`config.mk`:
```
export PLATFORM = sky130hd
export DESIGN_NAME = xlat_unit
export DESIGN_NICKNAME = d
export VERILOG_FILES = /design/src/rtl/xlat_pkg.sv /design/src/rtl/xlat_lru.sv /design/src/rtl/xlat_cam.sv /design/src/rtl/xlat_walker.sv /design/src/rtl/xlat_unit.sv
export SDC_FILE = /design/constraint.sdc
export NUM_CORES = 2
export LEC_CHECK = 0
export BUFFER_PORTS_ARGS = -buffer_cell sky130_fd_sc_hd__buf_4
export CAP_MARGIN = 20
export CORE_ASPECT_RATIO = 0.75
export CORE_UTILIZATION = 34
export CTS_BUF_LIST = sky130_fd_sc_hd__clkbuf_16
export DETAILED_ROUTE_END_ITERATION = 8
export PLACE_DENSITY = 0.58
export SYNTH_ARGS = -nofsm -noshare
export SYNTH_HDL_FRONTEND = slang
export SYNTH_SLANG_ARGS = --single-unit
```
`constraint.sdc`:
```
create_clock -name clk -period 9.88 [get_ports clk]
set_clock_uncertainty 0.15 [all_clocks]
set_input_delay 1.976 -clock clk [delete_from_list [all_inputs] [get_ports clk]]
set_output_delay 1.976 -clock clk [all_outputs]
set_load 0.03 [all_outputs]
```
`src/rtl/xlat_pkg.sv`:
```
package xlat_pkg;
    localparam int VA_W    = 32;
    localparam int OFF_W   = 12;
    localparam int VPN_W   = VA_W - OFF_W;
    localparam int PPN_W   = 20;
    localparam int PTE_W   = 32;
    localparam int PTE_PRESENT = 31;
    localparam int PTE_RT_HI   = 30;
    localparam int PTE_RT_LO   = 29;

    typedef enum logic [1:0] {
        ACC_READ  = 2'b00,
        ACC_WRITE = 2'b01,
        ACC_EXEC  = 2'b10,
        ACC_BAD   = 2'b11
    } acc_e;

    typedef enum logic [1:0] {
        RT_RO   = 2'b00,
        RT_RW   = 2'b01,
        RT_EX   = 2'b10,
        RT_NONE = 2'b11
    } rights_e;

    typedef enum logic [1:0] {
        FLT_NONE   = 2'b00,
        FLT_ABSENT = 2'b01,
        FLT_PROT   = 2'b10
    } fault_e;

    typedef struct packed {
        logic [VPN_W-1:0] vpn;
        rights_e          rights;
        logic [PPN_W-1:0] ppn;
    } xent_t;

    function automatic logic kind_allowed(rights_e r, acc_e k);
        case (k)
            ACC_READ:  return (r == RT_RO) || (r == RT_RW);
            ACC_WRITE: return (r == RT_RW);
            ACC_EXEC:  return (r == RT_EX);
            default:   return 1'b0;
        endcase
    endfunction
endpackage

```
`src/rtl/xlat_lru.sv`:
```
module xlat_lru
    import xlat_pkg::*;
#(
    parameter int N = 16
) (
    input  logic                 clk,
    input  logic                 rst,
    input  logic                 touch,
    input  logic [$clog2(N)-1:0] touch_idx,
    output logic [$clog2(N)-1:0] oldest_idx
);
    localparam int IW = $clog2(N);
    localparam logic [IW-1:0] MAX_AGE = IW'(N - 1);

    logic [IW-1:0] age_q [N];
    logic [N-1:0]  oldest_vec;

    always_ff @(posedge clk) begin
        if (rst) begin
            for (int i = 0; i < N; i++) age_q[i] <= IW'(i);
        end else if (touch) begin
            for (int i = 0; i < N; i++) begin
                if (IW'(i) == touch_idx)
                    age_q[i] <= '0;
                else if (age_q[i] < age_q[touch_idx])
                    age_q[i] <= age_q[i] + 1'b1;
            end
        end
    end

    always_comb begin
        oldest_idx = '0;
        for (int i = 0; i < N; i++) begin
            oldest_vec[i] = (age_q[i] == MAX_AGE);
            if (oldest_vec[i]) oldest_idx = IW'(i);
        end
    end

    AST_ONE_OLDEST: assert property (@(posedge clk) disable iff (rst)
        $countones(oldest_vec) == 1);
endmodule

```
`src/rtl/xlat_cam.sv`:
```
module xlat_cam
    import xlat_pkg::*;
#(
    parameter int N = 16
) (
    input  logic             clk,
    input  logic             rst,
    input  logic [VPN_W-1:0] lk_vpn,
    input  logic             lk_use,
    output logic             lk_hit,
    output xent_t            lk_ent,
    input  logic             fill_en,
    input  xent_t            fill_ent,
    input  logic             flush
);
    localparam int IW = $clog2(N);

    xent_t         ent_q [N];
    logic [N-1:0]  vld_q;
    logic [N-1:0]  match_vec;
    logic [N-1:0]  fill_match;
    logic [IW-1:0] hit_idx;
    logic [IW-1:0] free_idx;
    logic          have_free;
    logic [IW-1:0] lru_idx;
    logic [IW-1:0] victim_idx;
    logic          touch;
    logic [IW-1:0] touch_idx;

    always_comb begin
        hit_idx   = '0;
        free_idx  = '0;
        have_free = 1'b0;
        lk_ent    = '0;
        for (int i = 0; i < N; i++) begin
            match_vec[i]  = vld_q[i] && (ent_q[i].vpn == lk_vpn);
            fill_match[i] = vld_q[i] && (ent_q[i].vpn == fill_ent.vpn);
            if (match_vec[i]) begin
                hit_idx = IW'(i);
                lk_ent  = ent_q[i];
            end
        end
        for (int i = N - 1; i >= 0; i--) begin
            if (!vld_q[i]) begin
                free_idx  = IW'(i);
                have_free = 1'b1;
            end
        end
    end

    assign lk_hit     = |match_vec;
    assign victim_idx = have_free ? free_idx : lru_idx;
    assign touch      = fill_en || (lk_use && lk_hit);
    assign touch_idx  = fill_en ? victim_idx : hit_idx;

    always_ff @(posedge clk) begin
        if (rst || flush) begin
            vld_q <= '0;
        end else if (fill_en) begin
            vld_q[victim_idx] <= 1'b1;
            ent_q[victim_idx] <= fill_ent;
        end
    end

    xlat_lru #(.N(N)) u_lru (
        .clk        (clk),
        .rst        (rst || flush),
        .touch      (touch),
        .touch_idx  (touch_idx),
        .oldest_idx (lru_idx)
    );

    AST_SINGLE_MATCH: assert property (@(posedge clk) disable iff (rst)
        $onehot0(match_vec));
    AST_FILL_FRESH: assert property (@(posedge clk) disable iff (rst)
        fill_en |-> !(|fill_match));
    AST_FLUSH_CLEARS: assert property (@(posedge clk) disable iff (rst)
        (flush && !fill_en) |=> !lk_hit);
endmodule

```
`src/rtl/xlat_walker.sv`:
```
module xlat_walker
    import xlat_pkg::*;
(
    input  logic             clk,
    input  logic             rst,
    input  logic             req_valid,
    output logic             req_ready,
    input  logic [VA_W-1:0]  req_vaddr,
    input  logic [1:0]       req_kind,
    input  logic [VA_W-1:0]  base,
    input  logic             lk_hit,
    input  xent_t            lk_ent,
    output logic             lk_use,
    output logic             fill_en,
    output xent_t            fill_ent,
    output logic             mem_rd_req,
    output logic [VA_W-1:0]  mem_rd_addr,
    input  logic             mem_rsp_valid,
    input  logic [PTE_W-1:0] mem_rsp_data,
    output logic             rsp_valid,
    output logic             rsp_hit,
    output logic [1:0]       rsp_fault,
    output logic [VA_W-1:0]  rsp_paddr
);
    typedef enum logic [1:0] {ST_IDLE, ST_ISSUE, ST_WAIT} wstate_e;

    wstate_e          st_q;
    logic [VPN_W-1:0] pend_vpn;
    logic [OFF_W-1:0] pend_off;
    acc_e             pend_kind;
    logic [VA_W-1:0]  rd_addr_q;
    logic             pte_present;
    rights_e          pte_rights;
    logic [PPN_W-1:0] pte_ppn;
    logic             unused_pte;

    assign req_ready  = (st_q == ST_IDLE);
    assign lk_use     = req_valid && req_ready;
    assign mem_rd_req = (st_q == ST_ISSUE);
    assign mem_rd_addr = rd_addr_q;

    assign pte_present = mem_rsp_data[PTE_PRESENT];
    assign pte_rights  = rights_e'(mem_rsp_data[PTE_RT_HI:PTE_RT_LO]);
    assign pte_ppn     = mem_rsp_data[PPN_W-1:0];
    assign unused_pte  = ^mem_rsp_data[PTE_RT_LO-1:PPN_W];

    assign fill_en  = (st_q == ST_WAIT) && mem_rsp_valid && pte_present;
    assign fill_ent = '{vpn: pend_vpn, rights: pte_rights, ppn: pte_ppn};

    always_ff @(posedge clk) begin
        if (rst) begin
            st_q      <= ST_IDLE;
            rsp_valid <= 1'b0;
            rsp_hit   <= 1'b0;
            rsp_fault <= FLT_NONE;
            rsp_paddr <= '0;
            pend_vpn  <= '0;
            pend_off  <= '0;
            pend_kind <= ACC_READ;
            rd_addr_q <= '0;
        end else begin
            rsp_valid <= 1'b0;
            case (st_q)
                ST_IDLE: if (lk_use) begin
                    if (lk_hit) begin
                        rsp_valid <= 1'b1;
                        rsp_hit   <= 1'b1;
                        if (kind_allowed(lk_ent.rights, acc_e'(req_kind))) begin
                            rsp_fault <= FLT_NONE;
                            rsp_paddr <= {lk_ent.ppn, req_vaddr[OFF_W-1:0]};
                        end else begin
                            rsp_fault <= FLT_PROT;
                            rsp_paddr <= '0;
                        end
                    end else begin
                        pend_vpn  <= req_vaddr[VA_W-1:OFF_W];
                        pend_off  <= req_vaddr[OFF_W-1:0];
                        pend_kind <= acc_e'(req_kind);
                        rd_addr_q <= base + {{(VA_W-VPN_W-2){1'b0}},
                                             req_vaddr[VA_W-1:OFF_W], 2'b00};
                        st_q      <= ST_ISSUE;
                    end
                end
                ST_ISSUE: st_q <= ST_WAIT;
                ST_WAIT: if (mem_rsp_valid) begin
                    st_q      <= ST_IDLE;
                    rsp_valid <= 1'b1;
                    rsp_hit   <= 1'b0;
                    rsp_paddr <= '0;
                    if (!pte_present)
                        rsp_fault <= FLT_ABSENT;
                    else if (!kind_allowed(pte_rights, pend_kind))
                        rsp_fault <= FLT_PROT;
                    else begin
                        rsp_fault <= FLT_NONE;
                        rsp_paddr <= {pte_ppn, pend_off};
                    end
                end
                default: st_q <= ST_IDLE;
            endcase
        end
    end

    AST_MISS_ANSWERED: assert property (@(posedge clk) disable iff (rst)
        (st_q == ST_WAIT && mem_rsp_valid) |=> (rsp_valid && !rsp_hit));
    AST_HIT_NEXT: assert property (@(posedge clk) disable iff (rst)
        (lk_use && lk_hit) |=> (rsp_valid && rsp_hit));
    AST_FAULT_ZERO: assert property (@(posedge clk) disable iff (rst)
        (rsp_valid && rsp_fault != FLT_NONE) |-> (rsp_paddr == '0));
    AST_ONE_READ: assert property (@(posedge clk) disable iff (rst)
        mem_rd_req |=> !mem_rd_req);
endmodule

```
`src/rtl/xlat_unit.sv`:
```
module xlat_unit
    import xlat_pkg::*;
#(
    parameter int ENTRIES = 16
) (
    input  logic        clk,
    input  logic        rst,
    input  logic        req_valid,
    output logic        req_ready,
    input  logic [31:0] req_vaddr,
    input  logic [1:0]  req_kind,
    input  logic        base_wr,
    input  logic [31:0] base_wdata,
    output logic        rsp_valid,
    output logic        rsp_hit,
    output logic [1:0]  rsp_fault,
    output logic [31:0] rsp_paddr,
    output logic        mem_rd_req,
    output logic [31:0] mem_rd_addr,
    input  logic        mem_rsp_valid,
    input  logic [31:0] mem_rsp_data
);
    logic [VA_W-1:0] base_q;
    logic            lk_hit;
    xent_t           lk_ent;
    logic            lk_use;
    logic            fill_en;
    xent_t           fill_ent;

    always_ff @(posedge clk) begin
        if (rst)          base_q <= '0;
        else if (base_wr) base_q <= base_wdata;
    end

    xlat_cam #(.N(ENTRIES)) u_cam (
        .clk      (clk),
        .rst      (rst),
        .lk_vpn   (req_vaddr[VA_W-1:OFF_W]),
        .lk_use   (lk_use),
        .lk_hit   (lk_hit),
        .lk_ent   (lk_ent),
        .fill_en  (fill_en),
        .fill_ent (fill_ent),
        .flush    (base_wr)
    );

    xlat_walker u_walk (
        .clk           (clk),
        .rst           (rst),
        .req_valid     (req_valid),
        .req_ready     (req_ready),
        .req_vaddr     (req_vaddr),
        .req_kind      (req_kind),
        .base          (base_q),
        .lk_hit        (lk_hit),
        .lk_ent        (lk_ent),
        .lk_use        (lk_use),
        .fill_en       (fill_en),
        .fill_ent      (fill_ent),
        .mem_rd_req    (mem_rd_req),
        .mem_rd_addr   (mem_rd_addr),
        .mem_rsp_valid (mem_rsp_valid),
        .mem_rsp_data  (mem_rsp_data),
        .rsp_valid     (rsp_valid),
        .rsp_hit       (rsp_hit),
        .rsp_fault     (rsp_fault),
        .rsp_paddr     (rsp_paddr)
    );

    AST_BUSY_WHILE_FETCH: assert property (@(posedge clk) disable iff (rst)
        mem_rd_req |-> !req_ready);
endmodule

```
Word-level counts from Yosys, hierarchy flattened. Memories as Yosys holds them, arrays and structs flattened. Index checks and enable logic that the tools add are counted.

Logic and storage cells: 477. Input bits: 103. Memory bits (writable): 736. Memories kept: 2. Output and inout port bits: 70. Register bits after elaboration: 152.

$add $sub $neg: 17. Bitwise logic cells: 34. Magnitude comparators: 18. Muxes and demuxes: 299. Reductions and logical operators: 36. Equality and inequality tests: 60.

Memories: u_cam.ent_q (words 16, width 42, read ports 16, clocked after Yosys merged registers in 0, write ports 1, RTL line xlat_cam.sv:18) `xent_t ent_q [N];`; u_cam.u_lru.age_q (words 16, width 4, read ports 17, clocked after Yosys merged registers in 0, write ports 16, RTL line xlat_lru.sv:15) `logic [IW-1:0] age_q [N];`.

Operators by type and width (count): two-way mux 22 bit (16); equality test 20 bit (16); two-way mux 4 bit (72); two-way mux 32 bit (6); two-way mux 1 bit (182); adder 4 x 1 -> 4 bit, second input constant (16); less-than comparator 4 bit (16); case mux 32 bit (2 select lines) (1); equality test 4 bit, second input constant (15); adder 32 x 22 -> 32 bit (1); equality test 4 bit, first input constant (8); OR 1 bit (32); two-way mux 2 bit (11); logical AND 1 bit (21); equality test 3 x 4 -> 1 bit, first input constant (4); OR 16 bit (1); OR reduction 16 bit (1); two-way mux 3 bit (4); equality test 2 x 1 -> 1 bit, second input constant (5); equality test 2 bit, second input constant (5); logical NOT 2 bit (5); equality test 2 x 4 -> 1 bit, first input constant (2); != test 2 bit, second input constant (4); case mux 1 bit (3 select lines) (2); 13 further kinds (18).

Depth between registers and ports, before layout. An unclocked memory read counts as a cell.

Depth in word-level cells: 30. Mapped depth: 24. Mapped depth without buffers: 20.

By module. From an unflattened synthesis, not the netlist that was laid out.

Cells, all modules: 3648. Area total of the unflattened synthesis: 43396.6 µm².

Modules (own cells, without submodules): xlat_cam (seq. area each 20499.7 µm², times used 1, cells each 2324, area each 31196.2 µm²); xlat_walker (seq. area each 2082.0 µm², times used 1, cells each 698, area each 5569.1 µm²); xlat_lru (seq. area each 1921.8 µm², times used 1, cells each 523, area each 5467.7 µm²); xlat_unit (seq. area each 640.6 µm², times used 1, cells each 103, area each 1163.6 µm²).

Worst setup path after synthesis. OpenSTA, ideal clock, no wires.

Kind: input to register. Start point: input req_vaddr[16]. End point: memory u_cam.u_lru.age_q[13][0] in the netlist's numbering (enable). Stages on the path: 22. Library setup time: 0.365 ns. Buffers on the path: 4. Slack: 2.566 ns. Arrival time: 6.799 ns. Cell sequence: buf_4 buf_6 xor2_1 or2_1 nor3b_1 and4b_1 nor4_1 a2111o_1 a2bb2oi_2 buf_2 buf_1 mux2_2 o21ai_0 nand2_1 o21ai_0 a21o_1 ha_1 or3_1 o21ai_0 a21oi_1 maj3_2 a21boi_0.

RTL lines: from (decl) (RTL line xlat_unit.sv:10) `input logic [31:0] req_vaddr,`; to (decl) (RTL line xlat_lru.sv:15).

==> out/metrics.cfg <==
[floorplanning]
die-area_um2 = 123000
core_area_um2 = 120000
die_h_um = 304
io-pin-count = 173
rows = 110
die_x_um = 404
start_util = 0.344

[job]
cap_viol_max_count = 0

[synthesis]
synth-seq-cells = 888
synth_edf_count = 736
avgSynthCellArea_um2 = 12.4
ys_seq_area_frac = 0.609
synth_nets = 3512
synth.cell_area_um2 = 41300
async_flop_share = 0
ys.flop_type = edfxtp_1
yosysWarnings = 0
ys_types = 96
syn_inst = 3340

[layout]
drive_above_1_share = 0.135
nFillCells = 11291
seqCellArea_um2 = 25100
stdcell_area_um2 = 47500
layout_common_cells = edfxtp_1, nand2_1, buf_4, xnor2_1, xor2_1
final_nets = 3649
multiInputGateArea_um2 = 15100
syn_to_final_growth_pct = 15.0
fin_cells = 5183
layout_commonest_cell = edfxtp_1

[sta]
worst_slew_pin_slew_ps = 1180
timing.final.crit_period_ps = 7780
holdWs_ps = 306
setup_viol = 0
post-route-period-util = 0.787
fmax_ghz = 0.129
finalHoldViolations = 0
relSlewSlack = 0.210
finalSetupTns_ps = 0
grt_setup_unrepaired = false
slew_viol_final = 0

[worst_setup_path]
crit_fanout = 20
critical-path-top-delay-family = compound AO/OA/AOI/OAI gates
cp-start-kind = input port
crit_type = input port to register
end_kind = register
crit_required_ps = 10060
path_cells = buf_4, xnor2_1, nand4_1, nor4_1, nand2_1, a21bo_2, o21ai_1, a31o_2, nand2_1, a211oi_1, a21oi_1, a211oi_1, a21o_1, ha_1, o21ai_0, a21oi_1, maj3_2, a21boi_0
cpPeakStageDelay_ps = 520
arrival_ps = 7950
path_buf_inv = 1
slowest_stage = nand2_1

[routing]
avgRoutedWirePerCell_um = 23.3
wirelength_mm = 121
routed_via_density = 5.41
ant_nets = 0
num_vias = 28016
drt_iter0_drc = 2659
dr.pass1.iters = 8
drc = 0

[power_and_ir_drop]
p_leak_nw = 16.0
power_density_nw_per_um2 = 178
p_comb_frac = 0.074
fin_total_pwr_mw = 8.44
pwr-share-seq = 0.494
irDropWorstVdd_mv = 0.153
cell_internal_pwr_mw = 6.41
clkPwrFrac = 0.431
swShare = 0.241
p_switching_mw = 2.04

[clock_network]
cts_sinks = 888
htreeDepth = 3
numCtsBuffers = 96
clock_path_buffers = 3
cts_tree = done
cts-resized-gates = 0
clk-insertion-delay-late_ps = 710
root_buffer = clkbuf_16
holdBufCountCts = 0
path_clk_slew_ps = 60
postCtsSetupBuffers = 0

[global_route]
first_global_vias = 26127
grt-ovfl-total = 0
grt_pass1_wl_mm = 177
grt_use_total = 0.192
antenna_found_initial = 8
grt_max_degree = 56

[place]
placed_cell_area_um2 = 44200
place_congestion = 0.830
portBuffers = 163
hpwl_mm = 74.9
placedCellCount = 4998

[min_path]
hold_path.class = register to register

[run_status]
status = finished clean

-- final cells by class --
class / count / share of cell area
well taps: 1624 / 0.0428
clock buffers: 97 / 0.0511
multi-input cells: 2205 / 0.318
inverters: 57 / 0.00451
clock inverters: 80 / 0.0161
flip-flops and latches: 888 / 0.529
repair buffers: 229 / 0.0383
diodes: 3 / 0.000158
-- stage by stage --
step	setup WS [ps]	utilization
after floorplan	2570	-
after global placement	1600	0.367
after detailed placement	1570	0.368
after CTS	2280	0.394
after global routing	1780	0.395
final	2100	0.395
-- cells by family (layout without fill, tap and decap cells) --
| logic type | Yosys count | count (layout) | share of synthesized area |
|---|---|---|---|
| AOI/OAI and AO/OA | 587 | 587 | 0.101 |
| xor gates and xnor gates | 359 | 359 | 0.0765 |
| adders and majority gates | 80 | 80 | 0.0238 |
| buffers and inverters | 247 | 463 | 0.0305 |
| DFF | 888 | 888 | 0.609 |
| muxes | 106 | 106 | 0.0267 |
| other | 0 | 3 | 0 |
| and+or+nand+nor | 1073 | 1073 | 0.133 |
-- synth_stat cells, drive strengths merged (57+ instances only) --
cell type / instances / share of area
edfxtp: 736 / 0.54
nand2: 269 / 0.025
xnor2: 191 / 0.041
nor2: 185 / 0.017
xor2: 168 / 0.036
nand3: 164 / 0.020
dfxtp: 152 / 0.074
o21ai: 140 / 0.017
a21oi: 123 / 0.016
clkbuf: 112 / 0.010
nand4: 88 / 0.013
mux2i: 80 / 0.019
buf: 78 / 0.015
nor3: 76 / 0.0095
nor4: 71 / 0.011
ha: 68 / 0.021
inv: 57 / 0.0052
-- worst reg2reg max path: stages, from the launching register on --
cell and delay (ps):
edfxtp_1 520, ha_1 290, nand3_1 160, a21boi_0 410, o21bai_1 110, a211oi_1 250, o21ai_0 270, a21o_1 280
o21ai_0 350, nand2_1 620, a211oi_1 460, a21oi_1 100, a211oi_1 370, a21o_1 450, ha_1 330, o21ai_0 200
a21oi_1 110, maj3_2 360, a21boi_0 510
-- metal layers --
layer | share of wire | routed length, um | GRT usage
met1 | 0.46 | 55200 | 0.281
met2 | 0.44 | 53700 | 0.292
met5 | 0.000099 | 12 | 0
met3 | 0.077 | 9340 | 0.0360
met4 | 0.020 | 2470 | 0.0492
-- worst paths after layout --
path / start / to / slack (ps) / cells after the start
setup / recovery: req_vaddr[15] / u_cam.u_lru.age_q[13][0] / 2100 / 18
hold / removal: u_walk.pend_off[2] / u_walk.pend_off[2] / 310 / 2
setup reg to reg: u_cam.u_lru.age_q[3][0] / u_cam.u_lru.age_q[13][0] / 3240 / 18
hold reg to reg: u_walk.pend_off[2] / u_walk.pend_off[2] / 310 / 2
-- state kept, by name, indices dropped and copies added (netlist names), 12 cells and up --
| signal | cells |
|---|---|
| u_cam.vld_q | 16 |
| u_cam.u_lru.age_q | 64 |
| u_cam.ent_q | 672 |
| u_walk.pend_vpn | 20 |
| base_q | 32 |
| u_walk.mem_rd_addr | 32 |
| u_walk.rsp_paddr | 32 |
| u_walk.pend_off | 12 |
-- power groups by stage --
| stage | sequential, mW | combinational, mW | clock (mW) |
|---|---|---|---|
| after floorplan | 4.25 | 0.378 | 0 |
| after global placement | 4.26 | 0.598 | 0 |
| after detailed placement | 4.26 | 0.607 | 0 |
| after CTS | 4.18 | 0.609 | 3.70 |
| after global routing | 4.18 | 0.677 | 3.85 |
| final | 4.17 | 0.626 | 3.64 |
No activity file was read; power rests on OpenSTA's default activity.
